<file path="src/rtl/elem_idx_pkg.sv">
package elem_idx_pkg;
  localparam int NDIM = 3;
  // position of each axis within the stepping order (0 = fastest)
  typedef logic [NDIM-1:0][1:0] axis_pos_t;
endpackage

</file>
<file path="src/rtl/perm_order_dec.sv">
module perm_order_dec
  import elem_idx_pkg::*;
(
  input  logic [2:0] code_i,
  output axis_pos_t  pos_o,
  output logic       legal_o
);
  logic [NDIM-1:0][1:0] seq;  // seq[p] = axis stepped at position p

  always_comb begin
    legal_o = 1'b1;
    seq[0] = 2'd0; seq[1] = 2'd1; seq[2] = 2'd2;
    case (code_i)
      3'd0: begin seq[0] = 2'd0; seq[1] = 2'd1; seq[2] = 2'd2; end
      3'd1: begin seq[0] = 2'd0; seq[1] = 2'd2; seq[2] = 2'd1; end
      3'd2: begin seq[0] = 2'd1; seq[1] = 2'd0; seq[2] = 2'd2; end
      3'd3: begin seq[0] = 2'd1; seq[1] = 2'd2; seq[2] = 2'd0; end
      3'd4: begin seq[0] = 2'd2; seq[1] = 2'd0; seq[2] = 2'd1; end
      3'd5: begin seq[0] = 2'd2; seq[1] = 2'd1; seq[2] = 2'd0; end
      default: legal_o = 1'b0;
    endcase
    pos_o = '0;
    for (int p = 0; p < NDIM; p++) pos_o[seq[p]] = 2'(p);
  end
endmodule

</file>
<file path="src/rtl/nest_counter.sv">
module nest_counter
  import elem_idx_pkg::*;
#(
  parameter int DIM_W = 7
) (
  input  logic                       clk,
  input  logic                       rst_n,
  input  logic                       clr_i,
  input  logic                       step_i,
  input  logic [NDIM-1:0][DIM_W-1:0] last_i,
  input  axis_pos_t                  pos_i,
  output logic [NDIM-1:0][DIM_W-1:0] cnt_o
);
  logic [NDIM-1:0] at_last;

  always_comb
    for (int d = 0; d < NDIM; d++) at_last[d] = (cnt_o[d] == last_i[d]);

  for (genvar d = 0; d < NDIM; d++) begin : g_axis
    logic [NDIM-1:0] faster;
    logic            inc;
    always_comb begin
      for (int e = 0; e < NDIM; e++) faster[e] = (pos_i[e] < pos_i[d]);
      inc = step_i & (&(at_last | ~faster));
    end

    always_ff @(posedge clk) begin
      if (!rst_n || clr_i) cnt_o[d] <= '0;
      else if (inc)        cnt_o[d] <= at_last[d] ? '0 : cnt_o[d] + 1'b1;
    end

    // counters never leave their axis range
    p_cnt_range_r6: assert property (@(posedge clk) disable iff (!rst_n)
      cnt_o[d] <= last_i[d]);
  end
endmodule

</file>
<file path="src/rtl/index_linearize.sv">
module index_linearize
  import elem_idx_pkg::*;
#(
  parameter int DIM_W = 7,
  parameter int IDX_W = 22
) (
  input  logic [NDIM-1:0][DIM_W-1:0] cnt_i,
  input  logic [NDIM-1:0][DIM_W-1:0] last_i,
  input  logic [2:0]                 offs_i,
  output logic [IDX_W-1:0]           idx_o
);
  logic [IDX_W-1:0] xlen, ylen, plane;

  always_comb begin
    xlen  = IDX_W'(last_i[0]) + IDX_W'(1);
    ylen  = IDX_W'(last_i[1]) + IDX_W'(1);
    plane = IDX_W'(cnt_i[1]) + ylen * IDX_W'(cnt_i[2]);
    idx_o = IDX_W'(offs_i) + IDX_W'(cnt_i[0]) + xlen * plane;
  end
endmodule

</file>
<file path="src/rtl/elem_index_gen.sv">
module elem_index_gen
  import elem_idx_pkg::*;
#(
  parameter int DIM_W     = 7,
  parameter int ELEM_W    = 16,
  parameter int REG_LIMIT = 128,
  localparam int IDX_W    = (3*DIM_W+1 > ELEM_W) ? 3*DIM_W+1 : ELEM_W
) (
  input  logic              clk,
  input  logic              rst_n,
  input  logic              start_i,
  input  logic [31:0]       shape_i,
  input  logic [ELEM_W-1:0] resume_elem_i,
  output logic              busy_o,
  output logic              bad_perm_o,
  output logic              valid_o,
  input  logic              ready_i,
  output logic [IDX_W-1:0]  idx_o,
  output logic              overrun_o
);
  localparam logic [IDX_W:0] LIMIT_V = (IDX_W+1)'(REG_LIMIT);

  logic [NDIM-1:0][DIM_W-1:0] last_q, cnt;
  logic [2:0]        offs_q, perm_q;
  logic              linear_q, valid_q, bad_q;
  logic [ELEM_W-1:0] skip_q, elem_q;
  logic [IDX_W-1:0]  shaped_idx;
  axis_pos_t         pos;
  logic              perm_legal, start_legal, step;

  assign start_legal = (shape_i[26:24] <= 3'd5);
  assign busy_o      = (skip_q != '0);
  assign step        = (valid_q & ready_i) | busy_o;

  always_ff @(posedge clk) begin
    if (!rst_n) begin
      last_q <= '0; offs_q <= '0; perm_q <= '0; linear_q <= 1'b1;
      skip_q <= '0; elem_q <= '0; valid_q <= 1'b0; bad_q <= 1'b0;
    end else if (start_i) begin
      last_q[0] <= shape_i[DIM_W-1:0];
      last_q[1] <= shape_i[8 +: DIM_W];
      last_q[2] <= shape_i[16 +: DIM_W];
      offs_q    <= {shape_i[23], shape_i[15], shape_i[7]};
      perm_q    <= shape_i[26:24];
      linear_q  <= (shape_i == 32'd0);
      skip_q    <= start_legal ? resume_elem_i : '0;
      elem_q    <= '0;
      valid_q   <= start_legal && (resume_elem_i == '0);
      bad_q     <= !start_legal;
    end else begin
      if (step) elem_q <= elem_q + 1'b1;
      if (busy_o) begin
        skip_q <= skip_q - 1'b1;
        if (skip_q == ELEM_W'(1)) valid_q <= 1'b1;
      end
    end
  end

  perm_order_dec u_dec (
    .code_i (perm_q),
    .pos_o  (pos),
    .legal_o(perm_legal)
  );

  nest_counter #(.DIM_W(DIM_W)) u_cnt (
    .clk   (clk),
    .rst_n (rst_n),
    .clr_i (start_i),
    .step_i(step),
    .last_i(last_q),
    .pos_i (pos),
    .cnt_o (cnt)
  );

  index_linearize #(.DIM_W(DIM_W), .IDX_W(IDX_W)) u_lin (
    .cnt_i (cnt),
    .last_i(last_q),
    .offs_i(offs_q),
    .idx_o (shaped_idx)
  );

  assign idx_o      = linear_q ? IDX_W'(elem_q) : shaped_idx;
  assign valid_o    = valid_q;
  assign bad_perm_o = bad_q;
  assign overrun_o  = valid_q && ({1'b0, idx_o} >= LIMIT_V);

  // stalled stream holds its index
  p_hold_idx_r10: assert property (@(posedge clk) disable iff (!rst_n)
    valid_o && !ready_i && !start_i |=> valid_o && $stable(idx_o));
  // no index is offered while fast-forwarding
  p_busy_quiet_r8: assert property (@(posedge clk) disable iff (!rst_n)
    !(busy_o && valid_o));
  // a reserved order code keeps the stream shut
  p_bad_quiet_r9: assert property (@(posedge clk) disable iff (!rst_n)
    bad_perm_o |-> !valid_o && !busy_o);
  // anything offered was walked with a legal order
  p_valid_legal_r9: assert property (@(posedge clk) disable iff (!rst_n)
    valid_o |-> perm_legal);
  // overrun only accompanies a live index
  p_ovr_live_r7: assert property (@(posedge clk) disable iff (!rst_n)
    overrun_o |-> valid_o);
  // shaped index never falls below its base offset
  p_idx_floor_r4: assert property (@(posedge clk) disable iff (!rst_n)
    valid_o && !linear_q |-> idx_o >= IDX_W'(offs_q));
endmodule

</file>
<file path="config.mk">
export PLATFORM = sky130hd
export DESIGN_NAME = elem_index_gen
export DESIGN_NICKNAME = d
export VERILOG_FILES = /design/src/rtl/elem_idx_pkg.sv /design/src/rtl/perm_order_dec.sv /design/src/rtl/nest_counter.sv /design/src/rtl/index_linearize.sv /design/src/rtl/elem_index_gen.sv
export SDC_FILE = /design/constraint.sdc
export NUM_CORES = 1
export LEC_CHECK = 0
export ABC_AREA = 0
export BUFFER_PORTS_ARGS = -buffer_cell sky130_fd_sc_hd__buf_2
export CORE_ASPECT_RATIO = 1.1
export CORE_UTILIZATION = 40
export CTS_BUF_LIST = sky130_fd_sc_hd__clkbuf_2 sky130_fd_sc_hd__clkbuf_4 sky130_fd_sc_hd__clkbuf_8
export DETAILED_ROUTE_END_ITERATION = 7
export PLACE_DENSITY = 0.58
export REMOVE_ABC_BUFFERS = 1
export SETUP_SLACK_MARGIN = 0.15
export SYNTH_ARGS = -nofsm -noshare
export SYNTH_HDL_FRONTEND = slang
export SYNTH_SLANG_ARGS = --single-unit
</file>
<file path="constraint.sdc">
create_clock -name clk -period 22.8 [get_ports clk]
set_clock_uncertainty 0.05 [all_clocks]
set_input_delay 3.42 -clock clk [delete_from_list [all_inputs] [get_ports clk]]
set_output_delay 3.42 -clock clk [all_outputs]
set_load 0.05 [all_outputs]
</file>
==> Word-level counts from Yosys, hierarchy flattened <==
Cells that the tools add are included.
{ "word_totals": {"latch_bits": 0, "memories": 0, "ram_bits": 0, "reg_bits": 83, "romBits": 0, "output_inout_bits": 26} }
{ "op_classes": {"shifts": 0, "eq_ne": 9, "magnitude_cmp": 15, "bitwise_logic": 14, "n_addsub": 10, "multipliers": 2, "n_reduce_logical": 17, "mux": 15, "div_mod_pow": 0} }
{ "ops": {"columns": ["op", "n"], "rows": [
  ["16-bit two-way mux", 3],
  ["32-bit zero test", 1],
  ["6-bit one-hot mux with 5 select lines", 1],
  ["22-bit adder", 1],
  ["7-bit by 22-bit adder with 22-bit output", 1],
  ["22-bit by 8-bit greater-or-equal comparator with 1-bit output, second input constant", 1],
  ["22-bit by 22-bit multiplier with 22-bit output", 1],
  ["22-bit by 7-bit multiplier with 22-bit output", 1],
  ["22-bit two-way mux", 1],
  ["7-bit by 1-bit adder with 7-bit output, second input constant", 3],
  ["7-bit equality test", 3],
  ["7-bit two-way mux", 3],
  ["2-bit less-than comparator", 9],
  ["16-bit by 1-bit adder with 16-bit output, second input constant", 1],
  ["7-bit by 1-bit adder with 8-bit output, second input constant", 2],
  ["16-bit by 1-bit equality test with 1-bit output, second input constant", 1],
  ["16-bit zero test", 1],
  ["16-bit nonzero test", 1],
  ["16-bit by 1-bit subtractor with 16-bit output, second input constant", 1],
  ["3-bit NOT", 4],
  ["3-bit bitwise OR", 3],
  ["3-bit AND reduction", 3],
  ["3-bit by 7-bit adder with 8-bit output", 1],
  ["2-bit demux with 2-bit select", 2],
  ["18 further kinds", 33]
]} }

==> Depth between registers and ports, before layout <==
Gate-level depths: netlist (run 1).
{ "logic_depth": {"ltp_word": 13, "ltp_mapped": 39, "mapped_depth_nobuf": 38} }

==> Hierarchy <==
From an unflattened synthesis (run 1), not the netlist that was laid out.
{ "unflattened": {"hier_cells": 1372, "hier_area_um2": 11657.4} }
{ "by_module_without_submodules": {"columns": ["mod", "area_per_inst_um2", "cells_per_inst", "instances"], "rows": [
  ["index_linearize", 6732.7, 806, 1],
  ["elem_index_gen", 3226.8, 360, 1],
  ["nest_counter", 1621.6, 195, 1],
  ["perm_order_dec", 76.3, 11, 1]
]} }

==> Worst setup path after synthesis (run 1) <==
No wires, ideal clock.
{ "synth_path": {"path_kind": "reg-to-output", "start": "register last_q[7] in the netlist's numbering", "end": "output port overrun_o", "slack_ns": 9.086, "path_buffers": 1, "stages_incl_launch_ff": 37, "t_required_ns": 19.330, "arrival_time_ns": 10.244, "cell_sequence": "dfxtp_1 clkbuf_1 and3_1 nand3_1 xnor2_1 nand2_1 fa_1 fa_1 inv_1 fa_1 inv_1 fa_1 inv_1 ha_1 nor3_1 nor2_1 a311o_1 and2_1 o21ai_1 nand2b_1 xnor2_1 nor2_1 fa_1 fa_1 fa_1 inv_1 fa_1 inv_1 ha_1 a21oi_1 nor2b_1 or2_1 o41ai_1 o21ai_0 xnor3_1 nor2_1 o41a_1"} }
{ "synth_between": {"elab_chain_cells": 8} }
{ "synth_rtl": {"columns": ["element", "line_no", "text"], "rows": [
  ["from (decl)", "elem_index_gen.sv:23", "logic [NDIM-1:0][DIM_W-1:0] last_q, cnt;"],
  ["7-bit by 1-bit adder with 8-bit output", "index_linearize.sv:16", "ylen = IDX_W'(last_i[1]) + IDX_W'(1);"],
  ["22-bit by 7-bit multiplier with 22-bit output", "index_linearize.sv:17", "plane = IDX_W'(cnt_i[1]) + ylen * IDX_W'(cnt_i[2]);"],
  ["7-bit by 22-bit adder with 22-bit output", "index_linearize.sv:17", null],
  ["22-bit by 22-bit multiplier with 22-bit output", "index_linearize.sv:18", "idx_o = IDX_W'(offs_i) + IDX_W'(cnt_i[0]) + xlen * plane;"],
  ["22-bit adder", "index_linearize.sv:18", null],
  ["22-bit two-way mux", "elem_index_gen.sv:82", "assign idx_o = linear_q ? IDX_W'(elem_q) : shaped_idx;"],
  ["named net idx_o[21]", "elem_index_gen.sv:18", "output logic [IDX_W-1:0] idx_o,"],
  ["22-bit by 8-bit greater-or-equal comparator with 1-bit output", "elem_index_gen.sv:85", "assign overrun_o = valid_q && ({1'b0, idx_o} >= LIMIT_V);"],
  ["1-bit logical AND", "elem_index_gen.sv:85", null],
  ["to (decl)", "elem_index_gen.sv:19", "output logic overrun_o"]
]} }
The timed path passes the listed nets, and every way through them passes these cells.

==> Worst setup path in the final report (run 1) <==
{ "layout_path": {"start": "register last_q[7] in the netlist's numbering", "end": "output port overrun_o"} }
{ "layout_between": {"elab_chain_cells": 8} }
{ "layout_rtl": {"columns": ["element", "line_no"], "rows": [
  ["7-bit by 1-bit adder with 8-bit output", "index_linearize.sv:16"],
  ["22-bit by 7-bit multiplier with 22-bit output", "index_linearize.sv:17"],
  ["7-bit by 22-bit adder with 22-bit output", "index_linearize.sv:17"],
  ["22-bit by 22-bit multiplier with 22-bit output", "index_linearize.sv:18"],
  ["22-bit adder", "index_linearize.sv:18"],
  ["22-bit two-way mux", "elem_index_gen.sv:82"],
  ["22-bit by 8-bit greater-or-equal comparator with 1-bit output", "elem_index_gen.sv:85"],
  ["1-bit logical AND", "elem_index_gen.sv:85"]
]} }
No other way between the ends.

==> results.sh, run 1 <==
export IMPL_final_cells=1740
export IMPL_synth_area_per_cell_sq_um=8.415
export IMPL_holdWs_ns=0.4162
export IMPL_place_hpwl_mm=20.78
export IMPL_crit_slowest_cell="dfxtp_1"
export IMPL_finalHoldViolCount=0
export IMPL_ctsResizeCount=0
export IMPL_mostFrequentLayoutCell="inv_1"
export IMPL_die_area_sq_mm=0.02855
export IMPL_path_class="flip-flop to output port"
export IMPL_grt_pass1_vias=8959
export IMPL_vdd_drop_max_mv=0.03350
export IMPL_cp_max_fo=11
export IMPL_timing_setup_tns_ns=0
export IMPL_finalWeightedCongestion=0.8248
export IMPL_internal_power_w=0.0002532
export IMPL_antenna_found_initial=1
export IMPL_cts_buffers=9
export IMPL_r2r_setup_slack_ns=19.54
export IMPL_post_route_util=0.4444
export IMPL_postCtsHoldBufs=0
export IMPL_hold_path_depth=2
export IMPL_timing_rr_start="skip_q[8]"
export IMPL_rsz0062_at_grt="no"
export IMPL_io_buffers=77
export IMPL_die_y_um=177.1
export IMPL_synth_async_reset_ratio=0
export IMPL_overflow=0
export IMPL_first_iter_violations=390
export IMPL_ys_types=72
export IMPL_r2r_end="u_cnt.cnt_o[6]"
export IMPL_die_w_um=161.2
export IMPL_reg2regPathDepth=9
export IMPL_drt_wl_total_mm=25.17
export IMPL_clk_pin_slew_ns=0.10
export IMPL_period_share=0.6311
export IMPL_end_kind="output port"
export IMPL_ant_nets=0
export IMPL_synth_seq_area_share=0.1490
export IMPL_crit_path_frequent_cell="fa_1"
export IMPL_n_fill_cell=2746
export IMPL_cts_setup_buffers=0
export IMPL_period_needed_ns=14.39
export IMPL_numClockSinks=83
export IMPL_p_clk_frac=0.332
export IMPL_pwr_density_cell_mw_per_mm2=32.08
export IMPL_hold_path_class="flip-flop to flip-flop"
export IMPL_wl_per_cell_um=14.47
export IMPL_cts_max_path_buffers=2
export IMPL_maxSlewViolCount=0
export IMPL_power_frac_comb=0.246
export IMPL_synth_edff_count=0
export IMPL_crit_path_max_incr_delay_ns=0.56
export IMPL_min_delay_start="skip_q[7]"
export IMPL_insertion_delay_ns=0.38
export IMPL_io_pins=78
export IMPL_drive_gt1_frac=0.08171
export IMPL_seqPwrFrac=0.422
export IMPL_p_sw_w=0.0001345
export IMPL_min_to="skip_q[7]"
export IMPL_p_leak_nw=5.710
export IMPL_relSlewSlack=0.1849
export IMPL_cp_start_kind="flip-flop"
export IMPL_maxCapViolations=0
export IMPL_vias_per_cell=5.083
export IMPL_grt_max_degree=53
export IMPL_core_area_sq_mm=0.02719
export IMPL_worst_ep_arrival_time_ns=10.92
export IMPL_tightest_slew_ns=1.220
export IMPL_globalRouteTotalUtil=0.1884
export IMPL_status="complete, no violations"
export IMPL_synth_warnings=0
export IMPL_grt_pass1_wl_mm=44.00
export IMPL_initial_core_util=0.4100
export IMPL_route_detailed_drc=0
export IMPL_root_buffer="clkbuf_8"
export IMPL_synth_ff_type="dfxtp_1"
export IMPL_area_growth_pct=8.394
export IMPL_num_rows=63
export IMPL_htreeDepth=3
export IMPL_finalSetupViolations=0
export IMPL_vias=8845
export IMPL_fin_nets=1662
export IMPL_synth_cells=1325
export IMPL_switching_share=0.3469
export IMPL_synth_seq_cells=83
export IMPL_syn_cell_area_sq_mm=0.01115
export IMPL_insertedDiodeCount=0
export IMPL_place_inst=1724
export IMPL_required_ns=19.33
export IMPL_drt_pass1_iterations=5
export IMPL_max_clock_freq_mhz=69.49
export IMPL_cts_tree="built"
export IMPL_layout_cells_most_common_list="inv_1, nor2_1, fa_1"
==> worst max-delay path, delay by kind of cell, from the launching register on <==
family,cells,cell delay (ns)
simple gates,12,2.30
buf+inv,5,0.43
xor+xnor,3,1.11
flops,1,0.56
compound gates,6,1.33
fa+ha+maj,11,4.81
==> per-layer routing <==
| layer | GRT usage | vias to the layer above | routed length, um |
|---|---|---|---|
| met4 | 0.03892 | 0 | 278 |
| met1 | 0.2566 | 4246 | 12460 |
| met3 | 0.01851 | 19 | 733 |
| met2 | 0.3233 | 161 | 11700 |
| li1 | - | 4419 | - |
| met5 | 0 | - | 0 |
==> cell type report <==
class	count	area, sq um	area share
Tap cell	357	446.7	0.03696
Sequential cell	83	1662	0.1375
Multi-Input combinational cell	1009	8601	0.7117
Inverter	193	724.4	0.05994
Timing Repair Buffer	82	422.9	0.03499
Clock inverter	7	105.1	0.008697
Clock buffer	9	123.9	0.01025
==> state kept, by name, indices dropped and copies added (netlist names) <==
signal       cells
last_q          21
u_cnt.cnt_o     21
elem_q          16
skip_q          16
offs_q           3
perm_q           3
bad_perm_o       1
linear_q         1
valid_o          1
==> per-stage QoR <==
| stage | setup slack, ns | total power, W | cell area (sq um) |
|---|---|---|---|
| finish | 8.410 | 0.0003878 | 12090 |
| global route | 7.727 | 0.0004119 | 12090 |
| CTS | 8.358 | 0.0003951 | 12090 |
| detailed placement | 8.807 | 0.0002628 | 11860 |
| global placement | 9.059 | 0.0002619 | 11860 |
| floorplan | 9.094 | 0.0002309 | 10990 |
==> cell usage after synthesis (5+ instances only) <==
library cell | number | share of area
nor4b_1 | 5 | 0.0039
nand4_1 | 19 | 0.011
or3_1 | 14 | 0.0079
dfxtp_1 | 83 | 0.15
and3_1 | 11 | 0.0062
o21ai_0 | 24 | 0.011
inv_1 | 189 | 0.064
nand2b_1 | 25 | 0.014
nor2_1 | 146 | 0.049
mux2i_1 | 30 | 0.027
o21bai_1 | 5 | 0.0034
fa_1 | 133 | 0.24
nand2_1 | 93 | 0.031
nor4_1 | 17 | 0.0095
xnor2_1 | 45 | 0.035
nor3_1 | 14 | 0.0063
xor2_1 | 53 | 0.042
and2_1 | 44 | 0.025
ha_1 | 99 | 0.11
nand3_1 | 23 | 0.010
o21ai_1 | 22 | 0.0099
o22ai_1 | 5 | 0.0028
clkbuf_1 | 30 | 0.010
o21a_1 | 5 | 0.0034
a21o_1 | 12 | 0.0081
buf_1 | 5 | 0.0017
nor2b_1 | 47 | 0.026
a21oi_1 | 48 | 0.022
a211oi_1 | 5 | 0.0034
==> worst max path at each step <==
stage,cells after the start,start,endpoint
3_3_place_gp,34,last_q[7],overrun_o
6_report,37,last_q[7],overrun_o
4_1_cts,37,last_q[7],overrun_o
5_1_grt,37,last_q[7],overrun_o
3_5_place_dp,37,last_q[7],overrun_o
2_1_floorplan,35,last_q[7],overrun_o
==> cell families after synthesis <==
| family | synth area share |
|---|---|
| buffers and inverters | 0.07956 |
| AO/OA/AOI/OAI | 0.09472 |
| XOR/XNOR | 0.07900 |
| adder cells (fa/ha/maj) | 0.3499 |
| AND/OR/NAND/NOR | 0.2168 |
| flip-flops | 0.1490 |
| multiplexers | 0.03097 |
==> power groups by stage <==
stage,sequential (W),clock [W],combinational [W]
after floorplan,0.000165,0,0.0000663
after global placement,0.000167,0,0.0000953
after detailed placement,0.000167,0,0.0000960
after CTS,0.000163,0.000135,0.0000966
after global routing,0.000165,0.000139,0.000108
final,0.000164,0.000129,0.0000956
(Power assumes the default switching activity.)
==> inputs of run 2 (changes only) <==
clock period = 14.4 ns   (was 22.8 ns; I/O delays follow)
==> run 2 against run 1 <==
  * Cell count did not move
  * Critical path type unchanged
  * Combinational power is 58% higher
  * Clock power grew 42%
  * Critical endpoint unchanged
  * Cell area shrank 0.19%
  * Die area unchanged
  * Wire length down 0.12%
  * Highest routed layer unchanged
  * Power rose by 53%
  * Largest power group unchanged
==> results.sh, run 2 (synthesized netlist as in run 1, its figures left out) <==
export IMPL_status="complete, no violations"
export IMPL_finalSetupViolations=0
export IMPL_required_ns=12.19
export IMPL_max_clock_freq_mhz=75.93
export IMPL_vias_per_cell=5.043
export IMPL_insertion_delay_ns=0.38
export IMPL_end_kind="output port"
export IMPL_p_leak_nw=5.696
export IMPL_io_buffers=77
export IMPL_hold_path_depth=2
export IMPL_gr_usage_met2=0.3229
export IMPL_postCtsHoldBufs=0
export IMPL_die_w_um=161.2
export IMPL_cts_buffers=9
export IMPL_ant_nets=0
export IMPL_register_area_sq_mm=0.001662
export IMPL_maxSlewViolCount=0
export IMPL_insertedDiodeCount=0
export IMPL_path_class="flip-flop to output port"
export IMPL_reg2regPathDepth=9
export IMPL_period_needed_ns=13.17
export IMPL_vdd_drop_max_mv=0.04767
export IMPL_crit_path_start="last_q[7]"
export IMPL_num_rows=63
export IMPL_r2r_end="u_cnt.cnt_o[6]"
export IMPL_pwr_density_cell_mw_per_mm2=49.22
export IMPL_wl_per_cell_um=14.45
export IMPL_cp_start_kind="flip-flop"
export IMPL_timing_setup_tns_ns=0
export IMPL_cts_max_path_buffers=2
export IMPL_rsz0062_at_grt="no"
export IMPL_root_buffer="clkbuf_8"
export IMPL_fin_nets=1662
export IMPL_clk_pin_slew_ns=0.10
export IMPL_finalHoldViolCount=0
export IMPL_mostFrequentLayoutCell="inv_1"
export IMPL_die_area_sq_mm=0.02855
export IMPL_drt_wl_total_mm=25.14
export IMPL_route_detailed_drc=0
export IMPL_grt_pass1_vias=8893
export IMPL_finalWeightedCongestion=0.8247
export IMPL_grt_max_degree=53
export IMPL_overflow=0
export IMPL_crit_path_max_incr_delay_ns=0.57
export IMPL_min_to="skip_q[13]"
export IMPL_maxCapViolations=0
export IMPL_die_y_um=177.1
export IMPL_drive_gt1_frac=0.08171
export IMPL_ctsResizeCount=0
export IMPL_first_iter_violations=347
export IMPL_tightest_slew_ns=1.215
export IMPL_final_cells=1740
export IMPL_crit_slowest_cell="dfxtp_1"
export IMPL_post_route_util=0.4436
export IMPL_htreeDepth=3
export IMPL_timing_rr_start="skip_q[8]"
export IMPL_busiest_layer="met2"
export IMPL_initial_core_util=0.4100
export IMPL_cp_max_fo=11
export IMPL_multiInputGateArea_sq_mm=0.008601
export IMPL_grtUsageMet1=0.2559
export IMPL_period_share=0.9145
export IMPL_worst_ep_arrival_time_ns=10.96
export IMPL_area_growth_pct=8.192
export IMPL_numClockSinks=83
export IMPL_min_delay_start="skip_q[13]"
export IMPL_cts_tree="built"
export IMPL_globalRouteTotalUtil=0.1880
export IMPL_top_regs="last_q: 21 flops, u_cnt.cnt_o: 21 flops"
export IMPL_grt_pass1_wl_mm=43.81
export IMPL_pre_cts_ws_ns=1.608
export IMPL_core_area_sq_mm=0.02719
export IMPL_n_fill_cell=2732
export IMPL_drt_pass1_iterations=4
export IMPL_place_hpwl_mm=20.76
export IMPL_io_pins=78
export IMPL_vias=8774
export IMPL_layout_cells_most_common_list="inv_1, nor2_1, fa_1"
export IMPL_relSlewSlack=0.1883
export IMPL_antenna_found_initial=1
export IMPL_cts_setup_buffers=0
export IMPL_place_inst=1724
export IMPL_crit_path_frequent_cell="fa_1"
export IMPL_hold_path_class="flip-flop to flip-flop"
export IMPL_r2r_setup_slack_ns=11.15
export IMPL_use_met3=0.02320
export IMPL_fin_ws_ns=1.231
## run 2: changes by cell type in the layout (fill, tap and decap cells not counted), sizes merged
cell / delta
bufinv: -1
clkinv: +1
clkinvlp: +1
inv: -1
## run 2: where the power goes
part / switching [W] / internal, W
Combinational: 0.0000932 / 0.0000583
Sequential: 0.0000173 / 0.000241
Clock: 0.000100 / 0.0000832
## run 2: layout make-up
cell class | instances | share of cell area
Sequential cell | 83 | 0.1377
Multi-Input combinational cell | 1009 | 0.7130
Clock inverter | 7 | 0.006846
Timing Repair Buffer | 82 | 0.03506
Inverter | 193 | 0.06006
Clock buffer | 9 | 0.01027
Tap cell | 357 | 0.03703
## run 2: worst max path at each step
stage | to | slack, ns | cells past startpoint
2_1_floorplan | overrun_o | 1.95 | 35
3_3_place_gp | overrun_o | 1.92 | 34
3_5_place_dp | overrun_o | 1.61 | 37
4_1_cts | overrun_o | 1.19 | 37
5_1_grt | overrun_o | 0.56 | 37
6_report | overrun_o | 1.23 | 37
## run 2: per-layer routing
metal | routed length, um | up-vias
li1 | - | 4416
met2 | 11790 | 125
met5 | 0 | -
met4 | 187 | 0
met3 | 673 | 14
met1 | 12490 | 4219
## run 2: stage by stage
stage                power, W  cell area (sq um)  hold slack, ns
floorplan           0.0003656              10990          0.3800
global route        0.0006328              12060          0.4290
finish              0.0005938              12060          0.4167
CTS                 0.0006033              12060          0.4151
detailed placement  0.0004160              11860          0.4004
global placement    0.0004147              11860          0.3950
## run 2: critical path: cells and delay by family, from the launching register on
kind                       cells  cell delay [ns]
DFF                            1             0.57
adders and majority gates     11             4.80
xor gates and xnor gates       3             1.11
and+or+nand+nor               12             2.30
buffers and inverters          5             0.42
AOI/OAI and AO/OA              6             1.36
==> inputs of run 3 (changes only) <==
clock period = 13.7 ns   (was 14.4 ns; I/O delays follow)
==> run 3 against run 2 <==
  * Critical path depth down 3
  * Sequential power up 5%
  * Highest routed layer unchanged
  * Worst setup slack worse by 0.43 ns
  * Non-clock buffer count unchanged
  * Largest power group unchanged
  * Die area unchanged
  * Flip-flop and latch count unchanged
==> results.sh, run 3 (synthesized netlist as in run 1, its figures left out) <==
export IMPL_maxCapViolations=0
export IMPL_top_regs="last_q: 21 flops, u_cnt.cnt_o: 21 flops"
export IMPL_grt_pass1_wl_mm=43.89
export IMPL_grt_pass1_vias=8885
export IMPL_drt_wl_total_mm=25.20
export IMPL_insertedDiodeCount=0
export IMPL_wl_per_cell_um=14.48
export IMPL_maxSlewViolCount=0
export IMPL_seqPwrFrac=0.446
export IMPL_register_area_sq_mm=0.001662
export IMPL_required_ns=11.60
export IMPL_finalHoldViolCount=0
export IMPL_crit_slowest_cell="a311oi_2"
export IMPL_p_sw_w=0.0002221
export IMPL_drt_pass1_iterations=7
export IMPL_n_fill_cell=2761
export IMPL_layout_cells_most_common_list="inv_1, nor2_1, fa_1"
export IMPL_period_share=0.9412
export IMPL_insertion_delay_ns=0.38
export IMPL_hold_path_class="flip-flop to flip-flop"
export IMPL_area_growth_pct=8.125
export IMPL_root_buffer="clkbuf_8"
export IMPL_p_total_w=0.0006101
export IMPL_period_needed_ns=12.90
export IMPL_route_detailed_drc=0
export IMPL_drive_gt1_frac=0.08315
export IMPL_switching_share=0.3641
export IMPL_globalRouteTotalUtil=0.1885
export IMPL_crit_path_frequent_cell="fa_1"
export IMPL_finalWeightedCongestion=0.8247
export IMPL_multiInputGateArea_sq_mm=0.008616
export IMPL_rsz0062_at_grt="no"
export IMPL_grt_max_degree=53
export IMPL_cts_tree="built"
export IMPL_status="complete, no violations"
export IMPL_io_buffers=77
export IMPL_tightest_slew_ns=1.192
export IMPL_vias_per_cell=5.070
export IMPL_vias=8822
export IMPL_internal_power_w=0.0003880
export IMPL_relSlewSlack=0.2035
export IMPL_clk_pin_slew_ns=0.10
export IMPL_vdd_drop_max_mv=0.05046
export IMPL_timing_setup_tns_ns=0
export IMPL_fin_nets=1662
export IMPL_crit_path_start="last_q[7]"
export IMPL_numClockSinks=83
export IMPL_cts_max_path_buffers=2
export IMPL_cp_max_fo=11
export IMPL_antenna_found_initial=1
export IMPL_htreeDepth=3
export IMPL_place_hpwl_mm=20.72
export IMPL_max_clock_freq_mhz=77.55
export IMPL_cp_start_kind="flip-flop"
export IMPL_fin_area_sq_mm=0.01206
export IMPL_place_inst=1724
export IMPL_power_frac_comb=0.261
export IMPL_die_area_sq_mm=0.02855
export IMPL_die_y_um=177.1
export IMPL_min_delay_start="skip_q[13]"
export IMPL_p_leak_nw=5.689
export IMPL_first_iter_violations=372
export IMPL_num_rows=63
export IMPL_placed_cell_area_sq_mm=0.01186
export IMPL_core_area_sq_mm=0.02719
export IMPL_pwr_density_cell_mw_per_mm2=50.61
export IMPL_path_class="flip-flop to output port"
export IMPL_final_cells=1740
export IMPL_die_w_um=161.2
export IMPL_io_pins=78
export IMPL_p_clk_frac=0.292
export IMPL_initial_core_util=0.4100
export IMPL_worst_ep_arrival_time_ns=10.79
export IMPL_ant_nets=0
export IMPL_cts_setup_buffers=0
export IMPL_timing_rr_start="skip_q[8]"
export IMPL_mostFrequentLayoutCell="inv_1"
export IMPL_overflow=0
export IMPL_crit_path_max_incr_delay_ns=0.64
export IMPL_cts_buffers=9
export IMPL_end_kind="output port"
export IMPL_finalSetupViolations=0
==> run 3: cell count changes in the layout (fill, tap and decap cells not counted), sizes merged <==
cell / before / now
bufinv: 1 / 0
clkbuf: 9 / 10
==> run 3: power groups by stage <==
stage	clock, W	sequential (W)	combinational, W
after floorplan	0	0.000274	0.000110
after global placement	0	0.000277	0.000159
after detailed placement	0	0.000278	0.000160
after CTS	0.000186	0.000272	0.000161
after global routing	0.000193	0.000275	0.000181
final	0.000178	0.000272	0.000160
==> run 3: routing by layer <==
layer  vias to the layer above  GRT usage  part of all wire
met3                        18    0.02577             0.028
met2                       129     0.3208              0.47
li1                       4408          -                 -
met4                         0    0.03184            0.0093
met1                      4267     0.2570              0.50
met5                         -          0                 0
==> run 3: layout make-up <==
type / instances / area share
inverters: 193 / 0.06009
flip-flops and latches: 83 / 0.1378
well taps: 357 / 0.03705
clock inverters: 6 / 0.003840
clock buffers: 10 / 0.01142
multi-input cells: 1009 / 0.7147
repair buffers: 82 / 0.03508
==> run 3: worst max-delay path, delay by kind of cell (launching register included) <==
family                     cells  cell delay [ns]
and+or+nand+nor                9             1.82
DFF                            1             0.58
AOI/OAI and AO/OA              7             2.08
buffers and inverters          5             0.39
xor gates and xnor gates       2             0.59
adders and majority gates     11             4.92
==> run 3: metrics by stage <==
stage,setup slack (ns),utilization,hold slack (ns)
3_3_place_gp,1.324,0.4360,0.3950
3_5_place_dp,1.062,0.4360,0.4004
6_report,0.8050,0.4433,0.4151
2_1_floorplan,1.359,-,0.3800
5_1_grt,0.1613,0.4433,0.4287
4_1_cts,0.6082,0.4427,0.4150
==> run 3: final timing paths <==
check / end / slack, ns / cells past startpoint
setup / recovery: overrun_o / 0.80 / 34
hold / removal: skip_q[13] / 0.42 / 2
setup reg to reg: u_cnt.cnt_o[6] / 10.40 / 9
hold reg to reg: skip_q[13] / 0.42 / 2
==> run 3: repair_timing <==
action                     CTS  global route
resized for setup            0             2
setup endpoints to repair    0             1
hold buffers                 0             0
